<file path="config.mk">
export PLATFORM = sky130hd
export DESIGN_NAME = pulse_pair_gen
export DESIGN_NICKNAME = d
export VERILOG_FILES = /design/src/rtl/ppg_pkg.sv /design/src/rtl/ppg_reload_regs.sv /design/src/rtl/ppg_tick_gen.sv /design/src/rtl/ppg_phase_counter.sv /design/src/rtl/pulse_pair_gen.sv
export SDC_FILE = /design/constraint.sdc
export NUM_CORES = 1
export LEC_CHECK = 0
export CAP_MARGIN = 20
export CORE_MARGIN = 5
export CORE_UTILIZATION = 30
export CTS_BUF_LIST = sky130_fd_sc_hd__clkbuf_8
export CTS_CLUSTER_DIAMETER = 100
export DETAILED_ROUTE_END_ITERATION = 12
export HOLD_SLACK_MARGIN = 0.12
export SYNTH_ARGS = -nofsm -noshare
export SYNTH_HDL_FRONTEND = slang
export SYNTH_SLANG_ARGS = --single-unit
</file>
<file path="constraint.sdc">
create_clock -name clk -period 5.4 [get_ports clk]
set_input_delay 1.62 -clock clk [delete_from_list [all_inputs] [get_ports clk]]
set_output_delay 1.62 -clock clk [all_outputs]
set_load 0.03 [all_outputs]
</file>
<file path="src/rtl/ppg_pkg.sv">
`timescale 1ns/1ps
package ppg_pkg;
  typedef enum logic [1:0] {
    MODE_DUAL8    = 2'b00,
    MODE_JOIN16   = 2'b01,
    MODE_PRESCALE = 2'b10,
    MODE_RSVD     = 2'b11
  } ppg_mode_e;

  localparam logic [1:0] ADDR_LO0 = 2'd0;
  localparam logic [1:0] ADDR_HI0 = 2'd1;
  localparam logic [1:0] ADDR_LO1 = 2'd2;
  localparam logic [1:0] ADDR_HI1 = 2'd3;
endpackage

</file>
<file path="src/rtl/ppg_reload_regs.sv">
`timescale 1ns/1ps
module ppg_reload_regs #(
  parameter int W = 8
) (
  input  logic         clk,
  input  logic         rst_n,
  input  logic         wr_en,
  input  logic [1:0]   wr_addr,
  input  logic [W-1:0] wr_data,
  output logic [W-1:0] lo0,
  output logic [W-1:0] hi0,
  output logic [W-1:0] lo1,
  output logic [W-1:0] hi1
);
  import ppg_pkg::*;
  localparam int NREG = 4;

  logic [W-1:0] regs [NREG];

  always_ff @(posedge clk) begin
    if (!rst_n) begin
      for (int i = 0; i < NREG; i++) regs[i] <= '0;
    end else if (wr_en) begin
      regs[wr_addr] <= wr_data;
    end
  end

  assign lo0 = regs[ADDR_LO0];
  assign hi0 = regs[ADDR_HI0];
  assign lo1 = regs[ADDR_LO1];
  assign hi1 = regs[ADDR_HI1];
endmodule

</file>
<file path="src/rtl/ppg_tick_gen.sv">
`timescale 1ns/1ps
module ppg_tick_gen #(
  parameter int SLOW_DIV = 32
) (
  input  logic       clk,
  input  logic       rst_n,
  input  logic       run,
  input  logic [2:0] sel,
  output logic       tick
);
  localparam int DIV_W   = $clog2(SLOW_DIV);
  localparam int MAX_POW = 4;

  logic [DIV_W-1:0] divcnt;
  logic [DIV_W-1:0] mask;

  // divider restarts from zero whenever the block is stopped
  always_ff @(posedge clk) begin
    if (!rst_n || !run) divcnt <= '0;
    else                divcnt <= divcnt + DIV_W'(1);
  end

  // a tick fires when the selected low bits of the divider are all ones
  always_comb begin
    if (int'(sel) <= MAX_POW) mask = (DIV_W'(1) << sel) - DIV_W'(1);
    else                      mask = '1;
  end

  assign tick = run && ((divcnt & mask) == mask);
endmodule

</file>
<file path="src/rtl/ppg_phase_counter.sv">
`timescale 1ns/1ps
module ppg_phase_counter #(
  parameter int CW = 8
) (
  input  logic          clk,
  input  logic          rst_n,
  input  logic          run,
  input  logic          step,
  input  logic [CW-1:0] lo_val,
  input  logic [CW-1:0] hi_val,
  output logic          phase,
  output logic          wrap
);
  logic [CW-1:0] cnt;

  assign wrap = run && step && (cnt == '0);

  always_ff @(posedge clk) begin
    if (!rst_n) begin
      cnt   <= '0;
      phase <= 1'b0;
    end else if (!run) begin
      cnt   <= lo_val;
      phase <= 1'b0;
    end else if (step) begin
      if (cnt == '0) begin
        phase <= ~phase;
        cnt   <= phase ? lo_val : hi_val;
      end else begin
        cnt <= cnt - CW'(1);
      end
    end
  end
endmodule

</file>
<file path="src/rtl/pulse_pair_gen.sv">
`timescale 1ns/1ps
module pulse_pair_gen #(
  parameter int W        = 8,
  parameter int SLOW_DIV = 32
) (
  input  logic         clk,
  input  logic         rst_n,
  input  logic         enable,
  input  logic [1:0]   mode,
  input  logic [2:0]   clk_sel,
  input  logic         wr_en,
  input  logic [1:0]   wr_addr,
  input  logic [W-1:0] wr_data,
  input  logic [1:0]   flag_clr,
  output logic         pulse0,
  output logic         pulse1,
  output logic         flag0,
  output logic         flag1
);
  import ppg_pkg::*;
  localparam int W2 = 2 * W;

  ppg_mode_e    md;
  logic         join16, presc, dual;
  logic [W-1:0] lo0, hi0, lo1, hi1;
  logic         tick;
  logic         run0, phase0, wrap0;
  logic         step1, phase1, wrap1;
  logic [W2-1:0] lo_wide, hi_wide;
  logic [W-1:0] hi0_eff;
  logic         set0, set1;

  assign md     = ppg_mode_e'(mode);
  assign join16 = (md == MODE_JOIN16);
  assign presc  = (md == MODE_PRESCALE);
  assign dual   = !join16 && !presc;

  ppg_reload_regs #(.W(W)) u_regs (
    .clk(clk), .rst_n(rst_n), .wr_en(wr_en), .wr_addr(wr_addr),
    .wr_data(wr_data), .lo0(lo0), .hi0(hi0), .lo1(lo1), .hi1(hi1)
  );

  ppg_tick_gen #(.SLOW_DIV(SLOW_DIV)) u_tick (
    .clk(clk), .rst_n(rst_n), .run(enable), .sel(clk_sel), .tick(tick)
  );

  // unit 0: own generator in dual mode, divider in prescaler mode, idle when joined
  assign run0    = enable && !join16;
  assign hi0_eff = presc ? lo0 : hi0;

  ppg_phase_counter #(.CW(W)) u_unit0 (
    .clk(clk), .rst_n(rst_n), .run(run0), .step(tick),
    .lo_val(lo0), .hi_val(hi0_eff), .phase(phase0), .wrap(wrap0)
  );

  // unit 1: double width so the joined mode reuses it
  assign lo_wide = join16 ? {lo1, lo0} : {{W{1'b0}}, lo1};
  assign hi_wide = join16 ? {hi1, hi0} : {{W{1'b0}}, hi1};
  assign step1   = presc ? wrap0 : tick;

  ppg_phase_counter #(.CW(W2)) u_unit1 (
    .clk(clk), .rst_n(rst_n), .run(enable), .step(step1),
    .lo_val(lo_wide), .hi_val(hi_wide), .phase(phase1), .wrap(wrap1)
  );

  assign pulse0 = dual && phase0;
  assign pulse1 = phase1;

  // high phase ends when the counter wraps while the pin is high
  assign set0 = dual && wrap0 && phase0;
  assign set1 = wrap1 && phase1;

  always_ff @(posedge clk) begin
    if (!rst_n) begin
      flag0 <= 1'b0;
      flag1 <= 1'b0;
    end else begin
      flag0 <= set0 || (flag0 && !flag_clr[0]);
      flag1 <= set1 || (flag1 && !flag_clr[1]);
    end
  end
endmodule

</file>
==> reports/results.md, run 1 <==
| Result | Value |
|---|---|
| Post-synth ARST share | 0% |
| Post-layout net count | 456 |
| Data required time of the critical path | 3.78 ns |
| Mapped Area | 3830 um^2 |
| Diodes inserted | 0 |
| Number of slew-limit violations in the final report | 0 |
| Horizontal die dimension | 123 um |
| Biggest fanout along the worst timing path | 2 |
| Effective utilization at floorplan | 30.4% |
| Peak supply drop | 0.000138 V |
| Setup slack on the worst flop-to-flop path | 2.79 ns |
| Number of CTS-inserted buffers | 9 |
| Number of cells upsized or downsized after cts | 0 |
| Setup repair after global routing missed its margin | no |
| Origin of the critical flop-to-flop path | u_unit0.cnt[4] |
| Pin count of the biggest net entering global routing | 39 |
| Top_reg_cell synth | dfxtp_1 |
| Clock-pin slew of the registers on the worst-case setup and hold paths | 0.07 ns |
| P&R area growth vs syn | 14.9% |
| Count of input and output buffers | 24 |
| Worst path slowest cell | clkdlybuf4s50_1 |
| Sequential element share of the synthesized area | 42.4% |
| Number of inserted filler cells in the final layout | 1253 |
| HPWL after detailed placement | 7.17 mm |
| Hold-critical path endpoint | u_tick.divcnt[0] |
| Data arrival time of the worst path | 3.22 ns |
| Fmax | 206 MHz |
| Share of the clock period used by the worst path | 89.7% |
| Total power draw | 0.00125 W |
| Setup slack after placement | 0.551 ns |
| Warnings, synthesis | 0 |
| Setup repair bufs after CTS | 0 |
| Final critical-path required period | 4.84 ns |
| Setup tns final | 0 ns |
| Critical path, cell by cell | clkdlybuf4s50_1 > inv_1 > ha_1 > and2_1 > clkdlybuf4s50_1 |
| Clock latency reported for the late side of the worst-skew pair | 0.36 ns |
| Least-Margin Pin Slew | 0.858 ns |
| CP most frequent cell | clkdlybuf4s50_1 |
| Number of DRC markers in iteration 0 | 175 |
| Average wire per cell in the routed design | 16.4 um |
| Average instance area after synthesis | 9.31 um^2 |
| Outcome | complete, no violations |
| Worst rel slew slack | 42.6% |
| Count of hold-fix buffers inserted at cts | 0 |
| Count of flip-flops with a built-in enable after synthesis | 32 |
| Critical Path Start Type | input pin |
| Number of max-cap violations | 0 |
| Total GRT Usage | 13.5% |
| Placement Cell Area | 4200 um^2 |
| Clock tree from TritonCTS | yes |
| Synthesis-stage register bit count | 65 |
| Critical hold path startpoint | u_tick.divcnt[0] |
| Vias in the first global route | 2975 |
| Kind of critical path | in -> out |
| Post-Route Skew | 0.0157 ns |
| First-pass GRT wire length | 15.7 mm |
| Gpl congestion | 0.819 |
| Via/cell ratio | 5.22 |
| Count of vias placed by the detailed router | 3158 |
| Row count | 41 |
| Path category of the worst min-delay check | reg -> reg |
| Remaining antenna violation count | 0 |
| PnR worst setup slack | 0.556 ns |
| Final WL | 9.94 mm |
| First-pass iteration count of the detailed router | 5 |
| Number of sinks on the clock net | 65 |
| Final setup violation count | 0 |
| Largest delay contributor family on the critical path | buffers and inverters |
| Capturing element type of the critical path | primary output |
| End of the worst register-to-register path | u_unit1.cnt[13] |
| Number of buffer and inverter stages on the critical path | 3 |
| H-tree depth | 3 |
| Die Y-Extent | 123 um |
| Count of unresolved DRC violations after routing | 0 |
| Count of cells along the worst hold path | 1 |
| Share of layout cells above drive strength 1 | 9.47% |
| Clock buffer depth | 2 |
| Number of standard cells after synthesis | 411 |
| Most common library cell in the layout ignoring fill and taps | dfxtp_1 |
| Mapped Nets | 439 |
| Number of different library cells in the post-synthesis netlist | 53 |
| Clock tree root driver cell | clkbuf_8 |
| Core area | 12600 um^2 |
| Antenna violations before repair | 0 |
| Power Density | 284 nW/um^2 |
| I/O Pins | 25 |
| Largest stage delay on the critical path | 0.67 ns |
| Static leakage | 1.55 nW |
| Reg2reg path depth | 6 |
| Die footprint | 15100 um^2 |
| Final hold violation count | 0 |
| Overflow left after global routing | 0 |
| Most frequent cells in the layout | dfxtp_1 (33), edfxtp_1 (32), nor2_1 (30) |
| Final std cell area, no fill | 4400 um^2 |
-- synth_stat cells, drive strengths merged (9+ instances only) --
library cell / count / area, um^2
buf: 9 / 65.1
inv: 11 / 41.3
nand3: 17 / 90.1
nor2: 30 / 113
edfxtp: 32 / 961
a211oi: 17 / 128
clkbuf: 14 / 52.6
a21oi: 33 / 188
nand2: 24 / 90.1
nor2b: 16 / 100
dfxtp: 33 / 661
mux2i: 12 / 120
and2: 27 / 171
o21ai: 24 / 139
and3: 11 / 68.8
-- registers in the layout (all words and copies together) (netlist names) --
register,count
u_unit1.phase,1
u_regs.regs,32
u_tick.divcnt,5
u_unit0.cnt,8
u_unit1.cnt,16
u_unit0.phase,1
flag0,1
flag1,1
-- final cells by class --
class / instances / area (um^2) / share of cell area [%]
inverter: 11 / 41.3 / 0.939
clock buffer: 9 / 124 / 2.82
clock inverter: 7 / 70.1 / 1.59
sequential: 65 / 1620 / 36.9
tap: 172 / 215 / 4.90
multi-input combinational: 312 / 2050 / 46.5
timing repair buffer: 29 / 278 / 6.32
-- through the flow --
step                std cells  hold slack [ns]  util [%]
CTS                       605            0.491      35.0
global placement          589            0.453      33.4
global route              605            0.513      35.0
floorplan                 411            0.430         -
finish                    605            0.483      35.0
detailed placement        589            0.474      33.4
-- layer usage --
layer	part of all wire, %	vias to the layer above	wire [um]	global-route usage [%]
met5	0	-	0	0
met4	2.0	0	199	4.69
met2	47	85	4640	21.1
met3	4.1	15	411	3.06
met1	47	1499	4690	18.3
li1	-	1559	-	-
-- worst max-delay path by stage --
stage	startpoint	endpoint	slack, ns	depth (start not counted)
floorplan	mode[0]	pulse0	1.58	3
global placement	mode[0]	pulse0	0.57	5
detailed placement	mode[0]	pulse0	0.55	5
CTS	mode[0]	pulse0	0.55	5
global route	mode[0]	pulse0	0.48	5
finish	mode[0]	pulse0	0.56	5
-- power breakdown --
part	switching [W]	leakage (nW)	internal (W)	total [W]
clock network	0.000209	0.101	0.000213	0.000422
logic	0.000141	0.864	0.000100	0.000241
registers	0.0000349	0.582	0.000550	0.000585
total	0.000384	1.55	0.000863	0.00125
-- cell families after synthesis --
kind of cell	synth area share, %
buf+inv	4.15
xor+xnor	3.66
flops	42.4
simple gates	23.0
mux	5.20
fa+ha+maj	2.29
compound gates	19.3
Power figures use the tool's default switching activity.
==> inputs of run 2 (changes only) <==
--- a/config.mk
+++ b/config.mk
@@ -9,7 +9,7 @@
 export CORE_MARGIN = 5
 export CORE_UTILIZATION = 30
 export CTS_BUF_LIST = sky130_fd_sc_hd__clkbuf_8
-export CTS_CLUSTER_DIAMETER = 100
+export CTS_CLUSTER_DIAMETER = 80
 export DETAILED_ROUTE_END_ITERATION = 12
 export HOLD_SLACK_MARGIN = 0.12
 export SYNTH_ARGS = -nofsm -noshare
==> results of run 2 <==
No change in the layout: final DEF, timing and power equal those of run 1.
==> inputs of run 3 (changes only) <==
==> constraint.sdc (replaced) <==
create_clock -name clk -period 5.4 [get_ports clk]
set_input_delay 1.62 -clock clk [delete_from_list [all_inputs] [get_ports clk]]
set_output_delay 1.62 -clock clk [all_outputs]
set_load 0.01 [all_outputs]
==> reports/results.md, run 3 (synthesis gave the netlist of run 1 again) <==
| Result | Value |
|---|---|
| Met2 demand-to-capacity share in global routing | 20.5% |
| Least-Margin Pin Slew | 0.948 ns |
| Data required time of the critical path | 3.78 ns |
| Count of unresolved DRC violations after routing | 0 |
| Vias in the first global route | 2932 |
| PnR worst setup slack | 0.700 ns |
| Post-Route Skew | 0.00905 ns |
| Row count | 41 |
| HPWL after detailed placement | 7.25 mm |
| Setup repair after global routing missed its margin | no |
| First-pass GRT wire length | 15.7 mm |
| Effective utilization at floorplan | 30.4% |
| Die footprint | 15100 um^2 |
| Antenna violations before repair | 0 |
| Via/cell ratio | 5.27 |
| Count of input and output buffers | 24 |
| Average wire per cell in the routed design | 16.4 um |
| Capturing element type of the critical path | primary output |
| Data arrival time of the worst path | 3.08 ns |
| Pin count of the biggest net entering global routing | 39 |
| Clock tree root driver cell | clkbuf_8 |
| Number of CTS-inserted buffers | 9 |
| Kind of critical path | in -> out |
| Setup repair bufs after CTS | 0 |
| Clock-pin slew of the registers on the worst-case setup and hold paths | 0.07 ns |
| Biggest fanout along the worst timing path | 2 |
| Remaining antenna violation count | 0 |
| Number of max-cap violations | 0 |
| Final setup violation count | 0 |
| Register with the most flip-flops | u_regs.regs |
| Share of layout cells above drive strength 1 | 9.70% |
| Most Used Layer, Global Route | met2 |
| Largest registers | u_regs.regs (32), u_unit1.cnt (16), u_unit0.cnt (8) |
| Horizontal die dimension | 123 um |
| Count of hold-fix buffers inserted at cts | 0 |
| Setup tns final | 0 ns |
| Gpl congestion | 0.825 |
| Number of cells upsized or downsized after cts | 0 |
| Total GRT Usage | 13.5% |
| Worst rel slew slack | 36.8% |
| Count of vias placed by the detailed router | 3188 |
| Final critical-path required period | 4.70 ns |
| Number of DRC markers in iteration 0 | 207 |
| Number of inserted filler cells in the final layout | 1259 |
| Most common library cell in the layout ignoring fill and taps | dfxtp_1 |
| Power Density | 291 nW/um^2 |
| Post-layout net count | 456 |
| I/O Pins | 25 |
| Setup slack after placement | 0.701 ns |
| Most frequent cells in the layout | dfxtp_1 (33), edfxtp_1 (32), nor2_1 (30) |
| Met3 routing resource usage after global routing | 2.33% |
| Path category of the worst min-delay check | reg -> reg |
| Outcome | complete, no violations |
| Die Y-Extent | 123 um |
| Clock latency reported for the late side of the worst-skew pair | 0.35 ns |
| Final hold violation count | 0 |
| Critical Path Start Type | input pin |
| Clock buffer depth | 2 |
| First-pass iteration count of the detailed router | 7 |
| Number of sinks on the clock net | 65 |
| Overflow left after global routing | 0 |
| Core area | 12600 um^2 |
| Clock tree from TritonCTS | yes |
| Peak supply drop | 0.0000982 V |
| Static leakage | 1.55 nW |
| Share of the clock period used by the worst path | 87.0% |
| Diodes inserted | 0 |
| P&R area growth vs syn | 15.5% |
| Number of slew-limit violations in the final report | 0 |
| H-tree depth | 3 |
| Fmax | 213 MHz |
| Final WL | 9.95 mm |
| Largest register FFs | 32 |
| GR met1 Demand/Resource | 18.2% |
-- run 3: cell count changes in the layout (fill, tap and decap cells not counted), sizes merged --
cell | previous run | this run
inv | 12 | 11
clkinv | 5 | 4
clkinvlp | 0 | 1
bufinv | 1 | 2
-- run 3: final timing paths --
check                        start          endpoint  slack, ns  depth (start not counted)
hold reg to reg   u_tick.divcnt[0]  u_tick.divcnt[0]       0.47                          1
hold / removal    u_tick.divcnt[0]  u_tick.divcnt[0]       0.47                          1
setup / recovery           mode[0]            pulse0       0.70                          5
setup reg to reg    u_unit0.cnt[4]   u_unit1.cnt[13]       2.79                          6
-- run 3: per-layer routing --
metal	up-vias	part of all wire [%]
li1	1554	-
met1	1529	47
met2	80	46
met3	25	3.5
met4	0	3.3
met5	-	0
-- run 3: layout make-up --
type	count	area, um^2	area share, %
inverter	11	41.3	0.934
timing repair buffer	29	278	6.28
clock inverter	7	95.1	2.15
clock buffer	9	124	2.80
sequential	65	1620	36.7
tap	172	215	4.87
multi-input combinational	312	2050	46.3
-- run 3: critical path, stage by stage --
cell	delay (ns)
clkdlybuf4s50_1	0.48
inv_1	0.05
ha_1	0.26
and2_1	0.14
clkdlybuf4s50_1	0.54
-- run 3: through the flow --
step / hold WS, ns / total power [W] / cell area [um^2] / utilization, % / cells
after global routing: 0.517 / 0.00134 / 4420 / 35.2 / 605
after CTS: 0.478 / 0.00129 / 4420 / 35.2 / 605
after detailed placement: 0.454 / 0.000832 / 4200 / 33.4 / 589
after floorplan: 0.430 / 0.000760 / 3830 / - / 411
after global placement: 0.452 / 0.000829 / 4200 / 33.4 / 589
final: 0.470 / 0.00129 / 4420 / 35.2 / 605
-- run 3: power by group --
part / internal, W / total [W] / switching, W
clock network: 0.000259 / 0.000460 / 0.000200
logic: 0.000100 / 0.000240 / 0.000140
registers: 0.000550 / 0.000585 / 0.0000351
total: 0.000910 / 0.00129 / 0.000376
